### src/rtl/aiu_pkg.sv
// Shared operation codes and classification helpers for the integer add unit.
// Assumes a 4-bit operation code; codes above OP_DOZI are undefined.
package aiu_pkg;

    localparam int OP_W = 4;
    localparam int CR_W = 4;

    // Bit positions inside the condition field
    localparam int CR_NEG  = 3;
    localparam int CR_POS  = 2;
    localparam int CR_ZERO = 1;
    localparam int CR_SUM  = 0;

    typedef enum logic [OP_W-1:0] {
        OP_ADD      = 4'd0,
        OP_ADDC     = 4'd1,
        OP_ADDE     = 4'd2,
        OP_ADDI     = 4'd3,
        OP_ADDIC    = 4'd4,
        OP_ADDICR   = 4'd5,
        OP_ADDIS    = 4'd6,
        OP_ADDME    = 4'd7,
        OP_ADDZE    = 4'd8,
        OP_ABS      = 4'd9,
        OP_DOZ      = 4'd10,
        OP_DOZI     = 4'd11
    } aiu_op_e;

    // True for a defined operation code
    function automatic logic op_known(input logic [OP_W-1:0] op);
        return op <= OP_DOZI;
    endfunction

    // True for forms that honour overflow-enable and record-enable
    function automatic logic op_has_oe_rc(input logic [OP_W-1:0] op);
        return (op == OP_ADD)   || (op == OP_ADDC)  || (op == OP_ADDE) ||
               (op == OP_ADDME) || (op == OP_ADDZE) || (op == OP_ABS)  ||
               (op == OP_DOZ);
    endfunction

    // True for forms that write the carry bit
    function automatic logic op_writes_ca(input logic [OP_W-1:0] op);
        return (op == OP_ADDC)  || (op == OP_ADDE)  || (op == OP_ADDIC) ||
               (op == OP_ADDICR)|| (op == OP_ADDME) || (op == OP_ADDZE);
    endfunction

    // True for immediate add forms that read the zero register as 0
    function automatic logic op_zero_ra(input logic [OP_W-1:0] op);
        return (op == OP_ADDI) || (op == OP_ADDIC) ||
               (op == OP_ADDICR) || (op == OP_ADDIS);
    endfunction

endpackage

### src/rtl/aiu_operand_sel.sv
// Operand selector: maps every operation onto one sum a + b + cin.
// Assumes DATA_W >= 2*IMM_W is not required; the shifted immediate is
// truncated to DATA_W. Purely combinational.
module aiu_operand_sel
    import aiu_pkg::*;
#(
    parameter int DATA_W = 32,
    parameter int IMM_W  = 16
) (
    input  logic [OP_W-1:0]   op,
    input  logic [DATA_W-1:0] ra,
    input  logic [DATA_W-1:0] rb,
    input  logic              ra_zero,
    input  logic [IMM_W-1:0]  imm,
    input  logic              ca_in,
    output logic [DATA_W-1:0] opa,
    output logic [DATA_W-1:0] opb,
    output logic              cin,
    output logic [DATA_W-1:0] imm_ext
);

    localparam int EXT_W = DATA_W - IMM_W;

    logic [DATA_W-1:0] imm_shl;
    logic [DATA_W-1:0] ra_eff;

    // Sign extension and left shift of the immediate
    always_comb begin
        imm_ext = {{EXT_W{imm[IMM_W-1]}}, imm};
        imm_shl = DATA_W'(imm) << IMM_W;
    end

    // Zero-register substitution for immediate add forms
    always_comb begin
        ra_eff = (op_zero_ra(op) && ra_zero) ? '0 : ra;
    end

    // Per-operation adder inputs
    always_comb begin
        opa = '0;
        opb = '0;
        cin = 1'b0;
        case (op)
            OP_ADD, OP_ADDC: begin
                opa = ra;
                opb = rb;
            end
            OP_ADDE: begin
                opa = ra;
                opb = rb;
                cin = ca_in;
            end
            OP_ADDI, OP_ADDIC, OP_ADDICR: begin
                opa = ra_eff;
                opb = imm_ext;
            end
            OP_ADDIS: begin
                opa = ra_eff;
                opb = imm_shl;
            end
            OP_ADDME: begin
                opa = ra;
                opb = '1;
                cin = ca_in;
            end
            OP_ADDZE: begin
                opa = ra;
                cin = ca_in;
            end
            OP_ABS: begin
                opa = ra[DATA_W-1] ? ~ra : ra;
                cin = ra[DATA_W-1];
            end
            OP_DOZ: begin
                opa = ~ra;
                opb = rb;
                cin = 1'b1;
            end
            OP_DOZI: begin
                opa = ~ra;
                opb = imm_ext;
                cin = 1'b1;
            end
            default: begin
                opa = '0;
                opb = '0;
                cin = 1'b0;
            end
        endcase
    end

endmodule

### src/rtl/aiu_adder.sv
// Shared adder: sum with carry-in, carry-out and signed overflow.
// Overflow uses the sign rule on the final sum, which stays correct with
// a carry-in of one. Purely combinational.
module aiu_adder #(
    parameter int W = 32
) (
    input  logic [W-1:0] a,
    input  logic [W-1:0] b,
    input  logic         cin,
    output logic [W-1:0] sum,
    output logic         cout,
    output logic         ovf
);

    // Full-width add with carry
    always_comb begin
        {cout, sum} = {1'b0, a} + {1'b0, b} + {{W{1'b0}}, cin};
    end

    // Signed overflow from operand and sum signs
    always_comb begin
        ovf = (a[W-1] == b[W-1]) && (sum[W-1] != a[W-1]);
    end

endmodule

### src/rtl/aiu_flag_unit.sv
// Flag and condition-field logic: decides which flags an operation writes
// and builds the condition field. Assumes the result given is already
// final (zeroed for difference-or-zero and undefined codes).
module aiu_flag_unit
    import aiu_pkg::*;
#(
    parameter int DATA_W = 32
) (
    input  logic [OP_W-1:0]   op,
    input  logic [DATA_W-1:0] res,
    input  logic              cout,
    input  logic              ovf,
    input  logic              ca_in,
    input  logic              ov_in,
    input  logic              so_in,
    input  logic              ov_en,
    input  logic              rec_en,
    output logic              ca_nx,
    output logic              ov_nx,
    output logic              so_nx,
    output logic              cr_wr_nx,
    output logic [CR_W-1:0]   cr_nx
);

    logic oe_active;

    // Carry update for carry-writing forms only
    always_comb begin
        ca_nx = op_writes_ca(op) ? cout : ca_in;
    end

    // Overflow and sticky summary update when reporting is enabled
    always_comb begin
        oe_active = op_has_oe_rc(op) && ov_en;
        ov_nx     = oe_active ? ovf : ov_in;
        so_nx     = oe_active ? (so_in | ovf) : so_in;
    end

    // Condition field from the signed result and final summary bit
    always_comb begin
        cr_wr_nx = (op == OP_ADDICR) || (op_has_oe_rc(op) && rec_en);
        cr_nx    = '0;
        if (cr_wr_nx) begin
            cr_nx[CR_NEG]  = res[DATA_W-1];
            cr_nx[CR_POS]  = !res[DATA_W-1] && (res != '0);
            cr_nx[CR_ZERO] = (res == '0);
            cr_nx[CR_SUM]  = so_nx;
        end
    end

endmodule

### src/rtl/int_add_unit.sv
// Integer add and legacy arithmetic unit, one registered stage.
// Issues one operation per cycle; outputs reflect the operation sampled
// at the previous rising edge. Synchronous active-low reset clears outputs.
module int_add_unit
    import aiu_pkg::*;
#(
    parameter int DATA_W = 32,
    parameter int IMM_W  = 16
) (
    input  logic              clk,
    input  logic              rst_n,
    input  logic [3:0]        op_code,
    input  logic [DATA_W-1:0] ra_val,
    input  logic [DATA_W-1:0] rb_val,
    input  logic              ra_is_zero,
    input  logic [IMM_W-1:0]  imm16,
    input  logic              ca_in,
    input  logic              ov_in,
    input  logic              so_in,
    input  logic              ov_en,
    input  logic              rec_en,
    output logic [DATA_W-1:0] res_out,
    output logic              ca_out,
    output logic              ov_out,
    output logic              so_out,
    output logic              cr_wr,
    output logic [3:0]        cr_out
);

    logic [DATA_W-1:0] opa, opb, imm_ext, sum, res_nx;
    logic              cin, cout, ovf, ovf_eff;
    logic              doz_zero;
    logic              ca_nx, ov_nx, so_nx, cr_wr_nx;
    logic [CR_W-1:0]   cr_nx;

    aiu_operand_sel #(.DATA_W(DATA_W), .IMM_W(IMM_W)) u_opsel (
        .op      (op_code),
        .ra      (ra_val),
        .rb      (rb_val),
        .ra_zero (ra_is_zero),
        .imm     (imm16),
        .ca_in   (ca_in),
        .opa     (opa),
        .opb     (opb),
        .cin     (cin),
        .imm_ext (imm_ext)
    );

    aiu_adder #(.W(DATA_W)) u_add (
        .a    (opa),
        .b    (opb),
        .cin  (cin),
        .sum  (sum),
        .cout (cout),
        .ovf  (ovf)
    );

    // Signed compare selecting the zero outcome of difference-or-zero
    always_comb begin
        case (op_code)
            OP_DOZ:  doz_zero = $signed(ra_val) > $signed(rb_val);
            OP_DOZI: doz_zero = $signed(ra_val) > $signed(imm_ext);
            default: doz_zero = 1'b0;
        endcase
    end

    // Final result and overflow after zeroing cases
    always_comb begin
        if (!op_known(op_code) || doz_zero) begin
            res_nx  = '0;
            ovf_eff = 1'b0;
        end else begin
            res_nx  = sum;
            ovf_eff = ovf;
        end
    end

    aiu_flag_unit #(.DATA_W(DATA_W)) u_flags (
        .op       (op_code),
        .res      (res_nx),
        .cout     (cout),
        .ovf      (ovf_eff),
        .ca_in    (ca_in),
        .ov_in    (ov_in),
        .so_in    (so_in),
        .ov_en    (ov_en),
        .rec_en   (rec_en),
        .ca_nx    (ca_nx),
        .ov_nx    (ov_nx),
        .so_nx    (so_nx),
        .cr_wr_nx (cr_wr_nx),
        .cr_nx    (cr_nx)
    );

    // Output register stage with synchronous clear
    always_ff @(posedge clk) begin
        if (!rst_n) begin
            res_out <= '0;
            ca_out  <= 1'b0;
            ov_out  <= 1'b0;
            so_out  <= 1'b0;
            cr_wr   <= 1'b0;
            cr_out  <= '0;
        end else begin
            res_out <= res_nx;
            ca_out  <= ca_nx;
            ov_out  <= ov_nx;
            so_out  <= so_nx;
            cr_wr   <= cr_wr_nx;
            cr_out  <= cr_nx;
        end
    end

endmodule

### config.mk
export PLATFORM = sky130hd
export DESIGN_NAME = int_add_unit
export DESIGN_NICKNAME = d
export VERILOG_FILES = /design/src/rtl/aiu_pkg.sv /design/src/rtl/aiu_operand_sel.sv /design/src/rtl/aiu_adder.sv /design/src/rtl/aiu_flag_unit.sv /design/src/rtl/int_add_unit.sv
export SDC_FILE = /design/constraint.sdc
export NUM_CORES = 1
export LEC_CHECK = 0
export ABC_AREA = 1
export ABC_CLOCK_PERIOD_IN_PS = 5900
export BUFFER_PORTS_ARGS = -buffer_cell sky130_fd_sc_hd__buf_4
export CAP_MARGIN = 20
export CORE_MARGIN = 5
export CORE_UTILIZATION = 55
export CTS_CLUSTER_SIZE = 28
export DETAILED_ROUTE_END_ITERATION = 8
export GPL_ROUTABILITY_DRIVEN = 0
export PLACE_DENSITY = 0.8
export SYNTH_ARGS = -nofsm -noshare
export SYNTH_HDL_FRONTEND = slang
export SYNTH_SLANG_ARGS = --single-unit
### constraint.sdc
create_clock -name clk -period 5.9 [get_ports clk]
set_input_delay 1.18 -clock clk [delete_from_list [all_inputs] [get_ports clk]]
set_output_delay 1.18 -clock clk [all_outputs]
set_load 0.02 [all_outputs]
-- Word level (Yosys, flattened, before mapping)
Index checks and enable logic that the tools add are counted.
- add/sub/neg operators: 2
- order comparisons: 3
- equality and inequality tests: 13
- muxes and demuxes: 11
- bitwise logic cells: 2
- reduce and logical (&&, ||, !) cells: 33
- operator list (kind ; number):
    case mux 32 bit (4 select lines) ; 2
    two-way mux 32 bit ; 3
    adder 32 x 32 -> 33 bit ; 1
    adder 33 x 1 -> 33 bit ; 1
    > comparator 32 x 16 -> 1 bit ; 1
    > comparator 32 bit ; 1
    logical NOT 32 bit ; 1
    NOT 32 bit ; 1
    nonzero test 32 bit ; 1
    == test 4 x 3 -> 1 bit, second input constant ; 4
    == test 4 bit, second input constant ; 4
    logical OR 1 bit ; 16
    OR reduction 4 bit ; 3
    == test 4 x 2 -> 1 bit, second input constant ; 2
    logical AND 1 bit ; 5
    OR reduction 5 bit ; 1
    == test 4 x 1 -> 1 bit, second input constant ; 1
    less-or-equal comparator 4 bit, second input constant ; 1
    logical NOT 4 bit ; 1
    two-way mux 1 bit ; 4
    case mux 1 bit (3 select lines) ; 1
    OR reduction 3 bit ; 1
    logical NOT 1 bit ; 2
    case mux 1 bit (2 select lines) ; 1
    other kinds (5) ; 5
- register bits after elaboration: 40
- output and inout bits: 40
- word-level logic and storage cells: 70

-- Depth between registers and ports, before layout
- depth after elaboration: 14
- gate-level depth with buffers: 32
- depth with buffers taken out: 32

-- By module
Synthesis repeated with hierarchy kept, for this count alone.
- cells, all modules: 1399
- area, all modules: 7933.9 um2
- by module, submodules not included (module ; times used ; cells an instance ; area each (um2) ; seq. area each (um2)):
    int_add_unit ; 1 ; 457 ; 3290.7 ; 800.8
    aiu_adder ; 1 ; 428 ; 2202.1 ; 0.0
    aiu_operand_sel ; 1 ; 416 ; 2042.0 ; 0.0
    aiu_flag_unit ; 1 ; 98 ; 399.1 ; 0.0

-- Least setup slack after synthesis
OpenSTA, ideal clock, no wires.
- kind: in2reg
- start: in op_code[2]
- end: reg cr_out[2]
- setup time: 0.111 ns
- arrival: 4.206 ns
- required time: 5.789 ns
- path slack: 1.582 ns
- stages: 30
- buffers on the path: 0
- cells stage by stage: inv_1 nor2_1 inv_1 nor2_2 inv_2 nand2_1 nor2_1 nand2_1 o21ai_1 o21ai_0 inv_1 a21oi_1 fa_1 fa_1 nand2_1 nand2_1 and2_4 nand2_1 nand3_2 nand3_2 nand2_1 nand2_1 nand2_1 xor2_2 o21ai_0 nand2_1 nor2_1 nand2_1 nor2_1 nor2_1
- word-level cells in the longest chain between the ends: 12
- elaborated cells between the ends (all ways): 45
- RTL lines (item ; RTL line ; source):
    start: declaration ; int_add_unit.sv:12 ; input logic [3:0] op_code,
    == test 4 x 2 -> 1 bit / == test 4 x 3 -> 1 bit (equally long branches) ; aiu_pkg.sv:49, aiu_operand_sel.sv:43 ;
    logical OR 1 bit (2 in series) ; aiu_pkg.sv:49 ; return (op == OP_ADDI) || (op == OP_ADDIC) ||
    logical OR 1 bit ; aiu_pkg.sv:50 ; (op == OP_ADDICR) || (op == OP_ADDIS);
    logical AND 1 bit ; aiu_operand_sel.sv:35 ; ra_eff = (op_zero_ra(op) && ra_zero) ? '0 : ra;
    two-way mux 32 bit ; aiu_operand_sel.sv:35 ;
    case mux 32 bit (4 select lines) ; aiu_operand_sel.sv:43 ; case (op)
    adder 32 x 32 -> 33 bit ; aiu_adder.sv:17 ; {cout, sum} = {1'b0, a} + {1'b0, b} + {{W{1'b0}}, cin};
    adder 33 x 1 -> 33 bit ; aiu_adder.sv:17 ;
    two-way mux 32 bit ; int_add_unit.sv:69 ; if (!op_known(op_code) || doz_zero) begin
    nonzero test 32 bit / logical NOT 1 bit (equally long branches) ; aiu_flag_unit.sv:45 ; cr_nx[CR_POS] = !res[DATA_W-1] && (res != '0);
    logical AND 1 bit ; aiu_flag_unit.sv:45 ;
    end signal: assignment ; int_add_unit.sv:110 ; cr_out <= cr_nx;
    end: declaration ; int_add_unit.sv:27 ; output logic [3:0] cr_out
Parallel ways exist; a longest one is shown, timed or not.
A chain may end at the register's enable or synchronous reset.

-- Final worst setup path
Ends and elaborated chain as after synthesis.

==> results.rst <==
.. list-table::
   :header-rows: 1

   * - Metric
     - Value
   * - Largest cells by area after synthesis
     - sky130_fd_sc_hd__ha_1 (19%), sky130_fd_sc_hd__nand2_1 (17%), sky130_fd_sc_hd__dfxtp_1 (13%)
   * - Pre-CTS WS
     - 0.793 ns
   * - Die Footprint
     - 13,400 sq um
   * - Crit path DAT
     - 5.14 ns
   * - Buffers on Ports
     - 131
   * - Final-report hold violation count
     - 0
   * - Number of unique standard cell types used by synthesis
     - 43
   * - Final critical-path required period
     - 4.96 ns
   * - Dominant cell by count in the synthesized netlist
     - sky130_fd_sc_hd__nand2_1
   * - Critical Path End Type
     - register
   * - Net count, final
     - 1,342
   * - Worst-path fanout max
     - 16
   * - Via density per instance
     - 5.50
   * - Critical path required time
     - 6.08 ns
   * - Total standard cell area after synthesis
     - 6170 sq um
   * - Share of layout cells above drive strength 1
     - 15.1%
   * - Wire length of the first global-routing pass
     - 31,500 um
   * - Share of synthesized registers carrying an async set or reset
     - 0%
   * - Starting density of the core
     - 56.4%
   * - Average size of a mapped cell
     - 5.97 sq um
   * - Path type of the worst min-delay path
     - in2reg
   * - Sum of overflow across all layers after global routing
     - 0
   * - Detailed router's first-iteration violation count
     - 612
   * - DRT Wirelength
     - 19,900 um
   * - Global router's overall resource usage
     - 29.2%
   * - Number of clock buffers inserted by TritonCTS
     - 5
   * - Actual slew at the worst max-slew pin
     - 0.980 ns
   * - Maximum number of pins on one net before global-route repair
     - 50
   * - Crit path launch type
     - primary input
   * - Post-CTS setup buffers
     - 0
   * - Resized cells post-CTS
     - 0
   * - Slowest-stage cell, CP
     - sky130_fd_sc_hd__fa_1
   * - Number of optimization iterations in the first detailed-route pass
     - 5
   * - Maximum level of the CTS H-tree
     - 2
   * - Final worst path period share
     - 84.1%
   * - Fin Setup TNS
     - 0 ns
   * - Ys flop type
     - sky130_fd_sc_hd__dfxtp_1
   * - Yosys top cell by area
     - sky130_fd_sc_hd__ha_1
   * - Clock sink count
     - 40
   * - DRC Markers
     - 0
   * - Diode count
     - 0
   * - Cell occurring most often along the worst timing path
     - sky130_fd_sc_hd__nand2_1
   * - Total of flip-flops plus latches after synthesis
     - 40
   * - Cell area after placement
     - 7250 sq um
   * - Vias after detailed routing
     - 7,117
   * - Leakage
     - 4.12 nW
   * - DRT antenna net count
     - 0
   * - Core Box Area
     - 10,900 sq um
   * - Routed len/inst
     - 15.4 um
   * - RSZ-0062 raised after global routing
     - no
   * - Cell area power density
     - 197 nW/um^2
   * - Clock tree from TritonCTS
     - yes
   * - Setup violators final
     - 0
   * - Worst path top cell family by delay
     - simple AND/OR/NAND/NOR gates
   * - Placed wire-length estimate
     - 16,800 um
   * - Maximum clock insertion buffer count
     - 2
   * - Number of buffers added to fix hold violations after cts
     - 0
   * - Power Total
     - 1.46 mW
   * - Number of pins with negative max-slew slack in the final report
     - 0
   * - Synthesis warning total
     - 0
   * - Cell count after synthesis
     - 1,034
   * - Buf+Inv Stages, Crit Path
     - 6
   * - Final worst-path setup slack
     - 0.938 ns
   * - Net count after synthesis
     - 1,223
   * - Peak per-stage delay on the critical path
     - 0.47 ns
   * - I/O pin count
     - 132
   * - Area share of the leading cell type in the synthesized netlist
     - 19.3%
   * - Setup Crit Path Kind
     - in2reg
   * - Area growth syn-to-layout
     - 20.2%
   * - Result of the run
     - complete, no violations
   * - Die width
     - 116 um
   * - Max Clock Freq
     - 202 MHz
   * - Chip Height
     - 116 um
   * - CTS root buf
     - sky130_fd_sc_hd__clkbuf_16
   * - Post-layout instance area
     - 7410 sq um
   * - Sequential element share of the synthesized area
     - 13.0%
   * - IR Drop Worst-Case VDD
     - 167 uV
   * - Via count of the first global-routing pass
     - 6,572
   * - Slew Limit Headroom
     - 34.3%
   * - Number of flops mapped to enable cells by yosys
     - 0
   * - Row count
     - 38
   * - Layout fillers
     - 1,091
   * - Clock slew seen by the registers of the worst setup and hold paths
     - 0.06 ns
   * - Initial antenna violation count
     - 0
   * - Post-layout utilization of the core
     - 67.8%
   * - Most numerous cell types in the synthesized netlist
     - sky130_fd_sc_hd__nand2_1 (284), sky130_fd_sc_hd__inv_1 (151), sky130_fd_sc_hd__nor2_1 (116), sky130_fd_sc_hd__ha_1 (95), sky130_fd_sc_hd__a21oi_1 (92)
   * - Count of maximum capacitance violations
     - 0
[layer usage]
metal | share of wire [%] | wire length, um | vias to the layer above | track usage [%]
met5 | 0 | 0 | - | 0
met1 | 42 | 8360 | 3105 | 37.8
met4 | 3.3 | 647 | 0 | 8.51
li1 | - | - | 3644 | -
met3 | 8.7 | 1730 | 58 | 4.28
met2 | 46 | 9160 | 310 | 50.4
[layout make-up]
cell class / count / area (sq um) / share of cell area, %
well taps: 140 / 175 / 2.36
clock buffers: 6 / 129 / 1.74
flip-flops and latches: 40 / 801 / 10.8
multi-input cells: 813 / 4670 / 62.9
clock inverters: 2 / 35.0 / 0.473
inverters: 158 / 593 / 8.00
repair buffers: 135 / 1010 / 13.7
[kinds of logic (layout without fill, tap and decap cells)]
logic type,Yosys count,in the layout,share of synthesized area [%]
and+or+nand+nor,491,491,33.1
AOI/OAI and AO/OA,207,207,19.9
buffers and inverters,181,301,11.4
adders and majority gates,97,97,19.9
DFF,40,40,13.0
xor gates and xnor gates,18,18,2.68
[layout by cell type, fill, tap and decap left out, types with 2 or more instances in the layout]
cell type / synthesis / final
sky130_fd_sc_hd__fa_1: 2 / 2
sky130_fd_sc_hd__dfxtp_1: 40 / 40
sky130_fd_sc_hd__or2_1: 2 / 2
sky130_fd_sc_hd__nor2_2: 10 / 10
sky130_fd_sc_hd__ha_1: 95 / 95
sky130_fd_sc_hd__nand3_1: 35 / 35
sky130_fd_sc_hd__a21oi_1: 92 / 92
sky130_fd_sc_hd__o41ai_1: 5 / 5
sky130_fd_sc_hd__nand3_2: 5 / 5
sky130_fd_sc_hd__inv_2: 6 / 6
sky130_fd_sc_hd__buf_4: 4 / 135
sky130_fd_sc_hd__clkbuf_16: 0 / 5
sky130_fd_sc_hd__o21ai_0: 50 / 49
sky130_fd_sc_hd__nand3b_1: 3 / 3
sky130_fd_sc_hd__xor2_1: 12 / 12
sky130_fd_sc_hd__o221ai_1: 29 / 29
sky130_fd_sc_hd__o21ai_1: 8 / 9
sky130_fd_sc_hd__nor2_1: 116 / 116
sky130_fd_sc_hd__o21bai_1: 7 / 7
sky130_fd_sc_hd__nor3_1: 18 / 18
sky130_fd_sc_hd__a21oi_2: 2 / 2
sky130_fd_sc_hd__nand2_2: 4 / 4
sky130_fd_sc_hd__o21a_1: 3 / 3
sky130_fd_sc_hd__inv_1: 151 / 151
sky130_fd_sc_hd__a21boi_1: 2 / 2
sky130_fd_sc_hd__xnor2_1: 5 / 5
sky130_fd_sc_hd__nand2_1: 284 / 284
sky130_fd_sc_hd__a21o_1: 3 / 3
sky130_fd_sc_hd__nand4_1: 9 / 9
[worst paths after layout]
path | from | cells after the start | endpoint | slack [ns]
setup / recovery | op_code[2] | 29 | cr_out[2]$_SDFF_PN0_ | 0.94
hold / removal | ov_in | 3 | ov_out$_SDFF_PN0_ | 1.16
[where the power goes]
part / total, mW / internal (mW) / switching (mW)
Combinational: 0.837 / 0.307 / 0.531
Clock: 0.307 / 0.199 / 0.108
Sequential: 0.314 / 0.305 / 0.00921
Total: 1.46 / 0.810 / 0.648
[flip-flops by register name, indices dropped and copies added, names as in the netlist]
signal   count
cr_wr        1
ov_out       1
ca_out       1
res_out     32
so_out       1
cr_out       4
[metrics by stage]
stage | instances | hold slack, ns
5_1_grt | 1294 | 1.17
3_3_place_gp | 1286 | 1.45
3_5_place_dp | 1286 | 1.46
4_1_cts | 1294 | 1.16
2_1_floorplan | 1034 | 1.33
6_report | 1294 | 1.16
[tightest hold or removal path, cell delays in order]
cell                      delay [ns]
sky130_fd_sc_hd__buf_4          0.11
sky130_fd_sc_hd__nand2_1        0.06
sky130_fd_sc_hd__a21oi_1        0.05
No activity file was read; power rests on OpenSTA's default activity.
